### config.mk
export PLATFORM = sky130hd
export DESIGN_NAME = ticket_ctrl
export DESIGN_NICKNAME = d
export VERILOG_FILES = /design/src/rtl/ticket_pkg.sv /design/src/rtl/ticket_stage_fsm.sv /design/src/rtl/ticket_choice.sv /design/src/rtl/ticket_cash.sv /design/src/rtl/ticket_blink_timer.sv /design/src/rtl/ticket_ctrl.sv
export SDC_FILE = /design/constraint.sdc
export NUM_CORES = 1
export LEC_CHECK = 0
export BUFFER_PORTS_ARGS = -buffer_cell sky130_fd_sc_hd__buf_2
export CAP_MARGIN = 15
export CORE_ASPECT_RATIO = 0.5
export CORE_MARGIN = 4
export CORE_UTILIZATION = 25
export CTS_CLUSTER_DIAMETER = 80
export DETAILED_ROUTE_END_ITERATION = 8
export SYNTH_ARGS = -nofsm -noshare
export SYNTH_HDL_FRONTEND = slang
export SYNTH_SLANG_ARGS = --single-unit
export TNS_END_PERCENT = 20
### constraint.sdc
create_clock -name clk -period 9.6 [get_ports clk]
set_input_delay 1.44 -clock clk [delete_from_list [all_inputs] [get_ports clk]]
set_output_delay 1.44 -clock clk [all_outputs]
set_load 0.1 [all_outputs]
### src/rtl/ticket_pkg.sv
package ticket_pkg;

  typedef enum logic [1:0] {
    ST_MOVIE  = 2'd0,
    ST_QTY    = 2'd1,
    ST_PAY    = 2'd2,
    ST_CHANGE = 2'd3
  } stage_t;

  localparam int MOVIE_W = 3;

  typedef struct packed {
    logic up;
    logic right;
    logic down;
    logic left;
  } dir_t;

  // Per-ticket price in cents for each film slot
  function automatic logic [15:0] movie_price(input logic [MOVIE_W-1:0] idx);
    case (idx)
      3'd1:    movie_price = 16'd1350;
      3'd2:    movie_price = 16'd1800;
      3'd3:    movie_price = 16'd1150;
      3'd4:    movie_price = 16'd750;
      default: movie_price = 16'd900;
    endcase
  endfunction

  // Bill value in cents for a direction pulse, up > right > down > left
  function automatic logic [15:0] bill_value(input dir_t d);
    if (d.up)         bill_value = 16'd100;
    else if (d.right) bill_value = 16'd2000;
    else if (d.down)  bill_value = 16'd500;
    else if (d.left)  bill_value = 16'd1000;
    else              bill_value = 16'd0;
  endfunction

endpackage

### src/rtl/ticket_stage_fsm.sv
module ticket_stage_fsm
  import ticket_pkg::*;
(
  input  logic   clk,
  input  logic   rst,
  input  logic   enter,
  input  logic   pay_done,
  input  logic   timeout,
  output stage_t stage_q
);

  always_ff @(posedge clk) begin
    if (rst) begin
      stage_q <= ST_MOVIE;
    end else begin
      case (stage_q)
        ST_MOVIE:  if (enter)    stage_q <= ST_QTY;
        ST_QTY:    if (enter)    stage_q <= ST_PAY;
        ST_PAY:    if (pay_done) stage_q <= ST_CHANGE;
        ST_CHANGE: if (timeout)  stage_q <= ST_MOVIE;
        default:                 stage_q <= ST_MOVIE;
      endcase
    end
  end

endmodule

### src/rtl/ticket_choice.sv
module ticket_choice
  import ticket_pkg::*;
#(
  parameter int MAX_QTY = 9,
  parameter int QTY_W   = 4
) (
  input  logic               clk,
  input  logic               rst,
  input  stage_t             stage,
  input  logic               enter,
  input  dir_t               dir,
  input  logic               timeout,
  output logic [MOVIE_W-1:0] movie_q,
  output logic [QTY_W-1:0]   qty_q
);

  localparam logic [QTY_W-1:0] QTY_TOP = QTY_W'(MAX_QTY);
  localparam logic [QTY_W-1:0] QTY_ONE = QTY_W'(1);

  always_ff @(posedge clk) begin
    if (rst || timeout) begin
      movie_q <= '0;
      qty_q   <= QTY_ONE;
    end else if (!enter) begin
      if (stage == ST_MOVIE) begin
        if (dir.up)         movie_q <= 3'd1;
        else if (dir.right) movie_q <= 3'd2;
        else if (dir.down)  movie_q <= 3'd3;
        else if (dir.left)  movie_q <= 3'd4;
      end else if (stage == ST_QTY) begin
        if (dir.up) begin
          if (qty_q < QTY_TOP) qty_q <= qty_q + QTY_ONE;
        end else if (dir.down) begin
          if (qty_q > QTY_ONE) qty_q <= qty_q - QTY_ONE;
        end
      end
    end
  end

endmodule

### src/rtl/ticket_cash.sv
module ticket_cash
  import ticket_pkg::*;
#(
  parameter int MAX_QTY = 9,
  parameter int QTY_W   = 4,
  parameter int AMT_W   = 16
) (
  input  logic               clk,
  input  logic               rst,
  input  stage_t             stage,
  input  dir_t               dir,
  input  logic [MOVIE_W-1:0] movie,
  input  logic [QTY_W-1:0]   qty,
  input  logic               timeout,
  output logic [AMT_W-1:0]   due_q,
  output logic [AMT_W-1:0]   paid_q,
  output logic [AMT_W-1:0]   change_q,
  output logic               pay_done
);

  localparam logic [AMT_W-1:0] DUE_DEFAULT = AMT_W'(movie_price(3'd0));

  logic [AMT_W-1:0] price;
  logic [AMT_W-1:0] due_sum;
  logic [AMT_W-1:0] bill;
  logic [AMT_W-1:0] new_paid;
  logic             bill_hit;
  logic             paying;

  assign price = AMT_W'(movie_price(movie));

  // Sum one price per ticket slot that is in use
  always_comb begin
    due_sum = '0;
    for (int i = 0; i < MAX_QTY; i++) begin
      if (QTY_W'(i) < qty) due_sum = due_sum + price;
    end
  end

  assign bill     = AMT_W'(bill_value(dir));
  assign bill_hit = dir.up | dir.right | dir.down | dir.left;
  assign paying   = (stage == ST_PAY) && bill_hit;
  assign new_paid = paid_q + bill;
  assign pay_done = paying && (new_paid >= due_q);

  always_ff @(posedge clk) begin
    if (rst || timeout) begin
      due_q    <= DUE_DEFAULT;
      paid_q   <= '0;
      change_q <= '0;
    end else begin
      if (stage == ST_MOVIE || stage == ST_QTY) due_q <= due_sum;
      if (paying)   paid_q   <= new_paid;
      if (pay_done) change_q <= new_paid - due_q;
    end
  end

endmodule

### src/rtl/ticket_blink_timer.sv
module ticket_blink_timer #(
  parameter int unsigned HOLD_CYC = 500_000_000,
  parameter int unsigned HALF_CYC = 50_000_000
) (
  input  logic clk,
  input  logic rst,
  input  logic start,
  input  logic active,
  output logic blink_q,
  output logic timeout
);

  localparam int CNT_W  = $clog2(HOLD_CYC);
  localparam int HALF_W = $clog2(HALF_CYC);
  localparam logic [CNT_W-1:0]  CNT_LAST  = CNT_W'(HOLD_CYC - 1);
  localparam logic [HALF_W-1:0] HALF_LAST = HALF_W'(HALF_CYC - 1);

  logic [CNT_W-1:0]  hold_cnt;
  logic [HALF_W-1:0] half_cnt;

  assign timeout = active && (hold_cnt == CNT_LAST);

  always_ff @(posedge clk) begin
    if (rst) begin
      hold_cnt <= '0;
      half_cnt <= '0;
      blink_q  <= 1'b0;
    end else if (start) begin
      hold_cnt <= '0;
      half_cnt <= '0;
      blink_q  <= 1'b1;
    end else if (active) begin
      if (timeout) begin
        hold_cnt <= '0;
        half_cnt <= '0;
        blink_q  <= 1'b0;
      end else begin
        hold_cnt <= hold_cnt + 1'b1;
        if (half_cnt == HALF_LAST) begin
          half_cnt <= '0;
          blink_q  <= ~blink_q;
        end else begin
          half_cnt <= half_cnt + 1'b1;
        end
      end
    end
  end

endmodule

### src/rtl/ticket_ctrl.sv
module ticket_ctrl
  import ticket_pkg::*;
#(
  parameter int unsigned CLK_HZ   = 100_000_000,
  parameter int unsigned HOLD_SEC = 5,
  parameter int          MAX_QTY  = 9,
  parameter int          AMT_W    = 16,
  localparam int         QTY_W    = $clog2(MAX_QTY + 1)
) (
  input  logic             clk,
  input  logic             rst,
  input  logic             btn_up,
  input  logic             btn_down,
  input  logic             btn_left,
  input  logic             btn_right,
  input  logic             btn_enter,
  output logic [1:0]       stage,
  output logic [2:0]       movie,
  output logic [QTY_W-1:0] qty,
  output logic [AMT_W-1:0] total_due,
  output logic [AMT_W-1:0] paid,
  output logic [AMT_W-1:0] change,
  output logic             blink
);

  localparam int unsigned HOLD_CYC = CLK_HZ * HOLD_SEC;
  localparam int unsigned HALF_CYC = CLK_HZ / 2;

  stage_t             stage_q;
  dir_t               dir;
  logic               pay_done;
  logic               timeout;
  logic [MOVIE_W-1:0] movie_q;

  assign dir = '{up: btn_up, right: btn_right, down: btn_down, left: btn_left};

  ticket_stage_fsm u_fsm (
    .clk      (clk),
    .rst      (rst),
    .enter    (btn_enter),
    .pay_done (pay_done),
    .timeout  (timeout),
    .stage_q  (stage_q)
  );

  ticket_choice #(.MAX_QTY(MAX_QTY), .QTY_W(QTY_W)) u_choice (
    .clk     (clk),
    .rst     (rst),
    .stage   (stage_q),
    .enter   (btn_enter),
    .dir     (dir),
    .timeout (timeout),
    .movie_q (movie_q),
    .qty_q   (qty)
  );

  ticket_cash #(.MAX_QTY(MAX_QTY), .QTY_W(QTY_W), .AMT_W(AMT_W)) u_cash (
    .clk      (clk),
    .rst      (rst),
    .stage    (stage_q),
    .dir      (dir),
    .movie    (movie_q),
    .qty      (qty),
    .timeout  (timeout),
    .due_q    (total_due),
    .paid_q   (paid),
    .change_q (change),
    .pay_done (pay_done)
  );

  ticket_blink_timer #(.HOLD_CYC(HOLD_CYC), .HALF_CYC(HALF_CYC)) u_timer (
    .clk     (clk),
    .rst     (rst),
    .start   (pay_done),
    .active  (stage_q == ST_CHANGE),
    .blink_q (blink),
    .timeout (timeout)
  );

  assign stage = stage_q;
  assign movie = movie_q;

endmodule

==> results of run 1 <==
==> registers in the layout, indices dropped and copies added, names as in the netlist <==
signal	cells
u_timer.blink_q	1
u_timer.hold_cnt	29
u_cash.paid_q	14
u_choice.movie_q	3
u_fsm.stage_q	2
u_choice.qty_q	4
u_cash.due_q	15
u_cash.change_q	15
u_timer.half_cnt	26
==> critical path: cells and delay by family, from the launching register on <==
family	cells	cell delay, ns
AOI/OAI and AO/OA	21	3.26
adders and majority gates	8	2.24
and+or+nand+nor	8	1.65
muxes	2	0.56
buffers and inverters	4	0.46
xor gates and xnor gates	4	0.45
DFF	1	0.41
==> cells in the mapped netlist, types with 28 or more instances <==
cell type  instances
nor3_1            31
a21oi_1          110
ha_1             104
xnor2_1           70
clkbuf_1          28
nor2_1           209
nand2_1          105
o21ai_0           64
dfxtp_1          109
inv_1             83
xor2_1            58
nand3_1           28
==> logic make-up after synthesis <==
group,Yosys count,synth area share [%]
muxes,38,3.900
other,1,0.03653
adders and majority gates,113,14.43
and+or+nand+nor,494,22.32
buffers and inverters,124,4.875
AOI/OAI and AO/OA,349,21.67
xor gates and xnor gates,131,11.52
DFF,109,21.26
==> cell type report <==
type / instances / area [µm²]
multi-input cells: 1129 / 7894
inverters: 84 / 315.3
repair buffers: 105 / 638.1
clock buffers: 10 / 229.0
flip-flops and latches: 109 / 2187
fillers: 4362 / 28480
clock inverters: 5 / 46.29
diodes: 1 / 2.502
well taps: 540 / 675.6
==> worst min path at each step <==
stage                           to  cells past startpoint
3_5_place_dp      u_cash.paid_q[7]                      2
5_1_grt           u_cash.paid_q[7]                      2
3_3_place_gp      u_cash.paid_q[7]                      2
4_1_cts           u_cash.paid_q[7]                      2
2_1_floorplan  u_timer.hold_cnt[7]                      2
6_report          u_cash.paid_q[7]                      2
==> layer usage <==
metal,wire length (µm),track usage [%],share of wire [%]
met1,12890,14.79,47
met4,670,4.229,2.4
met2,13430,21.71,49
met5,0,0,0
met3,525,1.114,1.9
==> timing repair <==
item | CTS | global route
gates resized for setup | 4 | 74
pin swaps | 0 | 27
buffers inserted | 0 | 17
setup endpoints to repair | 1 | 9
==> power by group through the flow <==
stage / Sequential, mW / Combinational, mW / Clock [mW]
detailed placement: 0.547 / 1.67 / 0
global placement: 0.546 / 1.66 / 0
CTS: 0.537 / 1.68 / 0.370
global route: 0.542 / 1.96 / 0.390
finish: 0.536 / 1.78 / 0.358
floorplan: 0.821 / 1.06 / 0
==> through the flow <==
step	hold WS (ns)	total power, mW
floorplan	0.4716	1.883
global placement	0.4592	2.205
detailed placement	0.4638	2.213
CTS	0.4762	2.586
global route	0.4963	2.892
finish	0.4769	2.674
==> results.yml, run 1 <==
outcome:
  status: "complete, no violations"
setup_path:
  r2r_setup_slack_ns: 0.42
  slowest_delay_ns: 0.57
  crit_type: "reg -> reg"
  cp-start-kind: "flop"
  setup.worst_path.start: "u_choice.qty_q[0]"
  arrival_ns: 9.40
  crit_end: "u_cash.due_q[12]"
  critPathMaxFanout: 7
  required_ns: 9.81
  rr_endpoint: "u_cash.due_q[12]"
  r2r_start: "u_choice.qty_q[0]"
  cpMostUsedCell: "ha_1"
  cp-end-kind: "flop"
  rr_worst_depth: 47
  cpMaxStageDelayCell: "or4_4"
sta:
  slew_viol_final: 0
  worst_pin_slew_ns: 1.168
  skew_ns: 0.01296
  fin_crit_sh_pct: 95.68
  max_freq_mhz: 108.9
  tns_ns: 0
  setup_violations: 0
  hold_violations: 0
  relSlewSlack_pct: 22.11
  fin_ws_ns: 0.4150
  fin_crit_ns: 9.185
placement:
  gp_congestion: 0.8565
  dpl_cell_area_um2: 11280
  dp_hpwl_um: 21260
  dp_slack_ns: -0.01256
  dp.cells: 1950
  portBuffers: 60
floorplanning:
  chipHeight_um: 151.3
  num_rows: 52
  boundaryPins: 65
  die_w_um: 294.6
  core_area_um2: 40470
  start_util_pct: 25.37
  dieArea_um2: 44570
cts:
  cts-htree-levels: 3
  clockBufferDepth: 2
  clk_latency_ns: 0.36
  cts_tree: "done"
  cts-root-buf: "clkbuf_16"
  clkTransAtPathRegs_ns: 0.08
  numCtsBuffers: 9
  cts_sinks: 109
  postCtsHoldBufs: 0
cells_and_area:
  final_common_cell: "nor2_1"
  final_util_pct: 29.62
  layout.cells.most_common_list: "nor2_1 (206), dfxtp_1 (107), nand2_1 (105), a21oi_1 (99), ha_1 (96)"
  fin_area_um2: 11990
  drive_gt1_share_pct: 14.70
  fin_cells: 1983
  fin_nets: 1558
  area_growth_pct: 16.77
power:
  p_int_mw: 1.321
  swShare_pct: 50.58
  ir_drop_mv: 0.1004
  leakage_nw: 4.994
  p_switching_mw: 1.352
  p_seq_share_pct: 20.0
  p_per_area_nw_per_um2: 223.1
  p_comb_share_pct: 66.6
  p_clk_share_pct: 13.4
hold_path:
  min_path_type: "reg -> reg"
  hold_start: "u_cash.paid_q[7]"
synth:
  synth_cells: 1359
  synth-main-ff-cell: "dfxtp_1"
  ys_ff_latch: 109
  ys_seq_area_share_pct: 21.26
  synth-async-reset-ratio_pct: 0
  synth_edf_count: 0
  yosysWarnings: 0
  yosys.area.top_type: "dfxtp_1"
  synth.top_cell.area_share_pct: 21.26
  synth_area_per_cell_um2: 7.554
  synthesis.area_um2: 10270
  synthTopCellsByArea: "dfxtp_1 (21%), ha_1 (13%), nor2_1 (7.6%), xnor2_1 (6.0%), a21oi_1 (5.4%)"
  synth_cell_types: 78
global_routing:
  grt_antenna_before_repair: 1
  grt_pass1_wl_um: 44020
  grt_max_degree: 45
  grt_overflow: 0
  grt.total_usage_pct: 11.91
  grt_pass1_vias: 8958
route:
  wl_per_cell_um: 13.87
  first_iter_violations: 564
  ant_nets: 0
  drc: 0
  vias_per_cell: 4.800
  drt-pass1-iter-count: 5
  vias: 9519
  routed_wl_um: 27510
flow_run:
  cap_viol_max_count: 0
(Power assumes the default switching activity.)
==> run 2, diff against run 1 <==
CORE_ASPECT_RATIO = 1.4   (was 0.5)
==> results.yml, run 2 (synthesized netlist as in run 1, its figures left out) <==
outcome:
  status: "complete, no violations"
cells_and_area:
  largest_reg_flops: 29
  fin_nets: 1565
  multi_input_area_um2: 8031
  area_growth_pct: 18.89
  layout.cells.most_common_list: "nor2_1 (207), dfxtp_1 (106), nand2_1 (104), a21oi_1 (95), ha_1 (89)"
  ff_latch_area_um2: 2188
  reg.largest.list: "u_timer.hold_cnt (29), u_timer.half_cnt (26)"
  final_common_cell: "nor2_1"
  fillers: 4336
  top_register: "u_timer.hold_cnt"
  drive_gt1_share_pct: 16.07
placement:
  portBuffers: 60
  dp_hpwl_um: 23840
  gp_congestion: 0.9134
floorplanning:
  die_w_um: 179.3
  chipHeight_um: 247.8
  start_util_pct: 25.35
  num_rows: 87
  core_area_um2: 40490
  dieArea_um2: 44420
  boundaryPins: 65
setup_path:
  crit_type: "reg -> reg"
  cp-start-kind: "flop"
  arrival_ns: 9.35
  critPathMaxFanout: 6
  slowest_delay_ns: 0.55
  required_ns: 9.84
  cpMostUsedCell: "ha_4"
  cpMaxStageDelayCell: "or4_4"
  cp-end-kind: "flop"
  rr_worst_depth: 48
cts:
  postCtsHoldBufs: 0
  cts_sinks: 109
  cts-htree-levels: 3
  clk_latency_ns: 0.37
  numCtsBuffers: 9
  clkTransAtPathRegs_ns: 0.08
  cts-root-buf: "clkbuf_16"
  clockBufferDepth: 2
  cts_tree: "done"
global_routing:
  grt_antenna_before_repair: 2
  grt_max_degree: 45
  grt_overflow: 0
  grt_pass1_wl_um: 47590
  grt_pass1_vias: 9657
  grt.total_usage_pct: 13.13
sta:
  rsz0062_at_grt: "true"
  fin_crit_sh_pct: 94.86
  relSlewSlack_pct: 35.52
  skew_ns: 0.01415
  tns_ns: 0
  hold_ws_ns: 0.4772
  worst_pin_slew_ns: 0.9671
  slew_viol_final: 0
  max_freq_mhz: 109.8
  fin_crit_ns: 9.107
  setup_violations: 0
  hold_violations: 0
power:
  design_power_total_mw: 2.746
  leakage_nw: 5.046
  ir_drop_mv: 0.09896
  p_per_area_nw_per_um2: 225.0
hold_path:
  holdPathStages: 2
  min_path_type: "reg -> reg"
route:
  drt-pass1-iter-count: 5
  wl_per_cell_um: 14.90
  vias_per_cell: 4.900
  routed_wl_um: 29590
  first_iter_violations: 561
  vias: 9732
  drc: 0
  ant_nets: 0
flow_run:
  cap_viol_max_count: 0
run 2: cell types whose count changed in the layout (fill, tap and decap cells not counted), sizes merged:
cell | before | now
diode | 1 | 2
clkinv | 3 | 4
buf | 105 | 112
clkbuf | 10 | 9
clkinvlp | 0 | 1
run 2: layout make-up:
cell class / count / share of cell area, %
Sequential cell: 109 / 17.93
Clock buffer: 9 / 1.845
Inverter: 84 / 2.614
Tap cell: 534 / 5.474
Antenna cell: 2 / 0.04100
Timing Repair Buffer: 112 / 5.659
Clock inverter: 7 / 0.6356
Multi-Input combinational cell: 1129 / 65.80
run 2: path summary, 6_finish.rpt:
| check | start | endpoint | slack (ns) |
|---|---|---|---|
| worst max register to register | u_choice.qty_q[1] | u_cash.due_q[14] | 0.49 |
| worst min register to register | u_cash.paid_q[2] | u_cash.paid_q[2] | 0.48 |
| worst min-delay path | u_cash.paid_q[2] | u_cash.paid_q[2] | 0.48 |
| worst max-delay path | u_choice.qty_q[1] | u_cash.due_q[14] | 0.49 |
run 2: power by group:
group	internal, mW	switching [mW]
registers	0.494	0.0468
clock network	0.185	0.197
logic	0.665	1.16
run 2: per-layer routing:
metal  up-vias  share of wire [%]  global-route usage [%]
met2       143                 52                   25.40
met5         -                  0                       0
met1      4575                 41                   14.28
li1       4971                  -                       -
met3        43                4.2                   2.362
met4         0                2.5                   4.080
run 2: repair_timing:
item | 4_1_cts | 5_1_grt
gates resized for setup | 6 | 88
gates cloned | 0 | 0
setup endpoints to repair | 4 | 8
buffers inserted | 0 | 13
pin swaps | 0 | 26
run 2: stage by stage:
step                utilization (%)  setup slack, ns  cells  cell area, µm²
floorplan                         -          0.02121   1362           10280
global placement              28.04           0.2160   1955           11360
detailed placement            28.04         -0.08867   1955           11360
CTS                           28.84         0.003179   1971           11680
global route                  30.13          -0.1158   1984           12200
finish                        30.14           0.4930   1986           12210
run 2: critical path: cells and delay by family, from the launching register on:
family / cells / cell delay [ns]
flops: 1 / 0.36
simple gates: 9 / 1.78
fa+ha+maj: 8 / 2.26
mux: 2 / 0.56
compound gates: 20 / 2.83
xor+xnor: 5 / 0.74
buf+inv: 4 / 0.44
==> run 3, diff against run 2 <==
clock period = 11.34 ns   (was 9.6 ns; I/O delays follow)
==> results.yml, run 3 (synthesized netlist as in run 1, its figures left out) <==
cells_and_area:
  multi_input_area_um2: 7595
  drive_gt1_share_pct: 8.853
  final_util_pct: 28.33
  layout.cells.most_common_list: "nor2_1 (209), a21oi_1 (110), dfxtp_1 (109), nand2_1 (105), ha_1 (104)"
  largest_reg_flops: 29
  ff_latch_area_um2: 2182
  fin_cells: 1946
  area_growth_pct: 11.76
  top_register: "u_timer.hold_cnt"
  reg.largest.list: "u_timer.hold_cnt (29), u_timer.half_cnt (26)"
  num_antenna_cells: 0
  fillers: 4438
  final_common_cell: "nor2_1"
  fin_nets: 1527
placement:
  portBuffers: 60
  dp_hpwl_um: 23570
  dp.cells: 1930
  gp_congestion: 0.8534
floorplanning:
  die_w_um: 179.3
  dieArea_um2: 44420
  num_rows: 87
  boundaryPins: 65
  start_util_pct: 25.35
  core_area_um2: 40490
  chipHeight_um: 247.8
power:
  ir_drop_mv: 0.08742
  p_per_area_nw_per_um2: 192.2
  leakage_nw: 4.793
hold_path:
  holdPathStages: 2
  hold_start: "u_cash.due_q[15]"
  hold_end: "u_cash.due_q[15]"
  min_path_type: "reg -> reg"
setup_path:
  cpMostUsedCell: "ha_1"
  rr_worst_depth: 47
  arrival_ns: 10.64
  cp-start-kind: "flop"
  critPathMaxFanout: 8
  slowest_delay_ns: 0.58
  cp-end-kind: "flop"
  rr_endpoint: "u_cash.due_q[14]"
  crit_type: "reg -> reg"
  required_ns: 11.58
  r2r_start: "u_choice.qty_q[0]"
  r2r_setup_slack_ns: 0.94
  cpMaxStageDelayCell: "or4_1"
route:
  wl_per_cell_um: 14.90
  routed_wl_um: 28990
  vias: 9649
  first_iter_violations: 451
  drc: 0
  ant_nets: 0
  vias_per_cell: 4.958
  drt-pass1-iter-count: 7
cts:
  cts_sinks: 109
  clockBufferDepth: 2
  cts-htree-levels: 3
  post-cts-setup-buffer-count: 0
  numCtsBuffers: 9
  clk_latency_ns: 0.37
  postCtsHoldBufs: 0
  clkTransAtPathRegs_ns: 0.08
  cts_tree: "done"
  post_cts_resize_count: 0
  cts-root-buf: "clkbuf_16"
sta:
  tns_ns: 0
  hold_violations: 0
  slew_viol_final: 0
  max_freq_mhz: 96.20
  skew_ns: 0.01551
  rsz0062_at_grt: "false"
  worst_pin_slew_ns: 0.9765
  relSlewSlack_pct: 34.90
  setup_violations: 0
  fin_crit_sh_pct: 91.67
  fin_crit_ns: 10.40
outcome:
  status: "complete, no violations"
global_routing:
  grt.total_usage_pct: 13.03
  grt_max_degree: 45
  grt_pass1_vias: 9610
  grt_overflow: 0
  grt_antenna_before_repair: 1
  grt_pass1_wl_um: 47240
flow_run:
  cap_viol_max_count: 0
[run 3: worst max path at each step]
stage / start / to / slack, ns / cells past startpoint
6_report: u_choice.qty_q[0] / u_cash.due_q[14] / 0.94 / 47
5_1_grt: u_choice.qty_q[1] / u_cash.due_q[14] / 0.11 / 46
4_1_cts: u_choice.qty_q[0] / u_cash.due_q[14] / 1.10 / 47
3_5_place_dp: u_choice.qty_q[0] / u_cash.due_q[14] / 1.20 / 47
3_3_place_gp: u_choice.qty_q[0] / u_cash.due_q[14] / 1.28 / 47
2_1_floorplan: u_choice.qty_q[1] / u_cash.due_q[14] / 1.59 / 47
[run 3: area by class of cell]
cell class | count | share of cell area, %
multi-input combinational | 1129 | 66.19
sequential | 109 | 19.02
tap | 534 | 5.823
timing repair buffer | 74 | 3.533
inverter | 84 | 2.748
clock buffer | 9 | 1.963
clock inverter | 7 | 0.7197
[run 3: critical path: cells and delay by family (launching register included)]
family | cells | cell delay [ns]
compound gates | 20 | 3.51
fa+ha+maj | 8 | 2.68
simple gates | 9 | 1.94
xor+xnor | 5 | 0.81
mux | 2 | 0.56
flops | 1 | 0.49
buf+inv | 3 | 0.26
[run 3: stage by stage]
stage                     total power, mW  area [µm²]  hold WS (ns)  worst slack, ns
after floorplan                     1.594       10280        0.4716            1.592
after global placement              1.853       11170        0.4622            1.277
after detailed placement            1.882       11170        0.4716            1.202
after CTS                           2.218       11470        0.4821            1.098
after global routing                2.390       11470        0.5098           0.1105
final                               2.205       11470        0.4744           0.9445
[run 3: metal layers]
metal	GRT usage (%)	part of all wire [%]	vias to the layer above
met5	0	0.045	-
met4	5.156	3.7	2
met3	2.179	4.1	60
met2	24.37	51	192
met1	14.49	41	4496
li1	-	-	4899
[run 3: report_power, final]
group          leakage, nW  internal (mW)  total (mW)  switching [mW]
Sequential           0.881          0.418       0.456          0.0377
Clock                0.148          0.159       0.328           0.170
Combinational         3.76          0.486        1.42           0.935
Total                 4.79           1.06        2.21            1.14
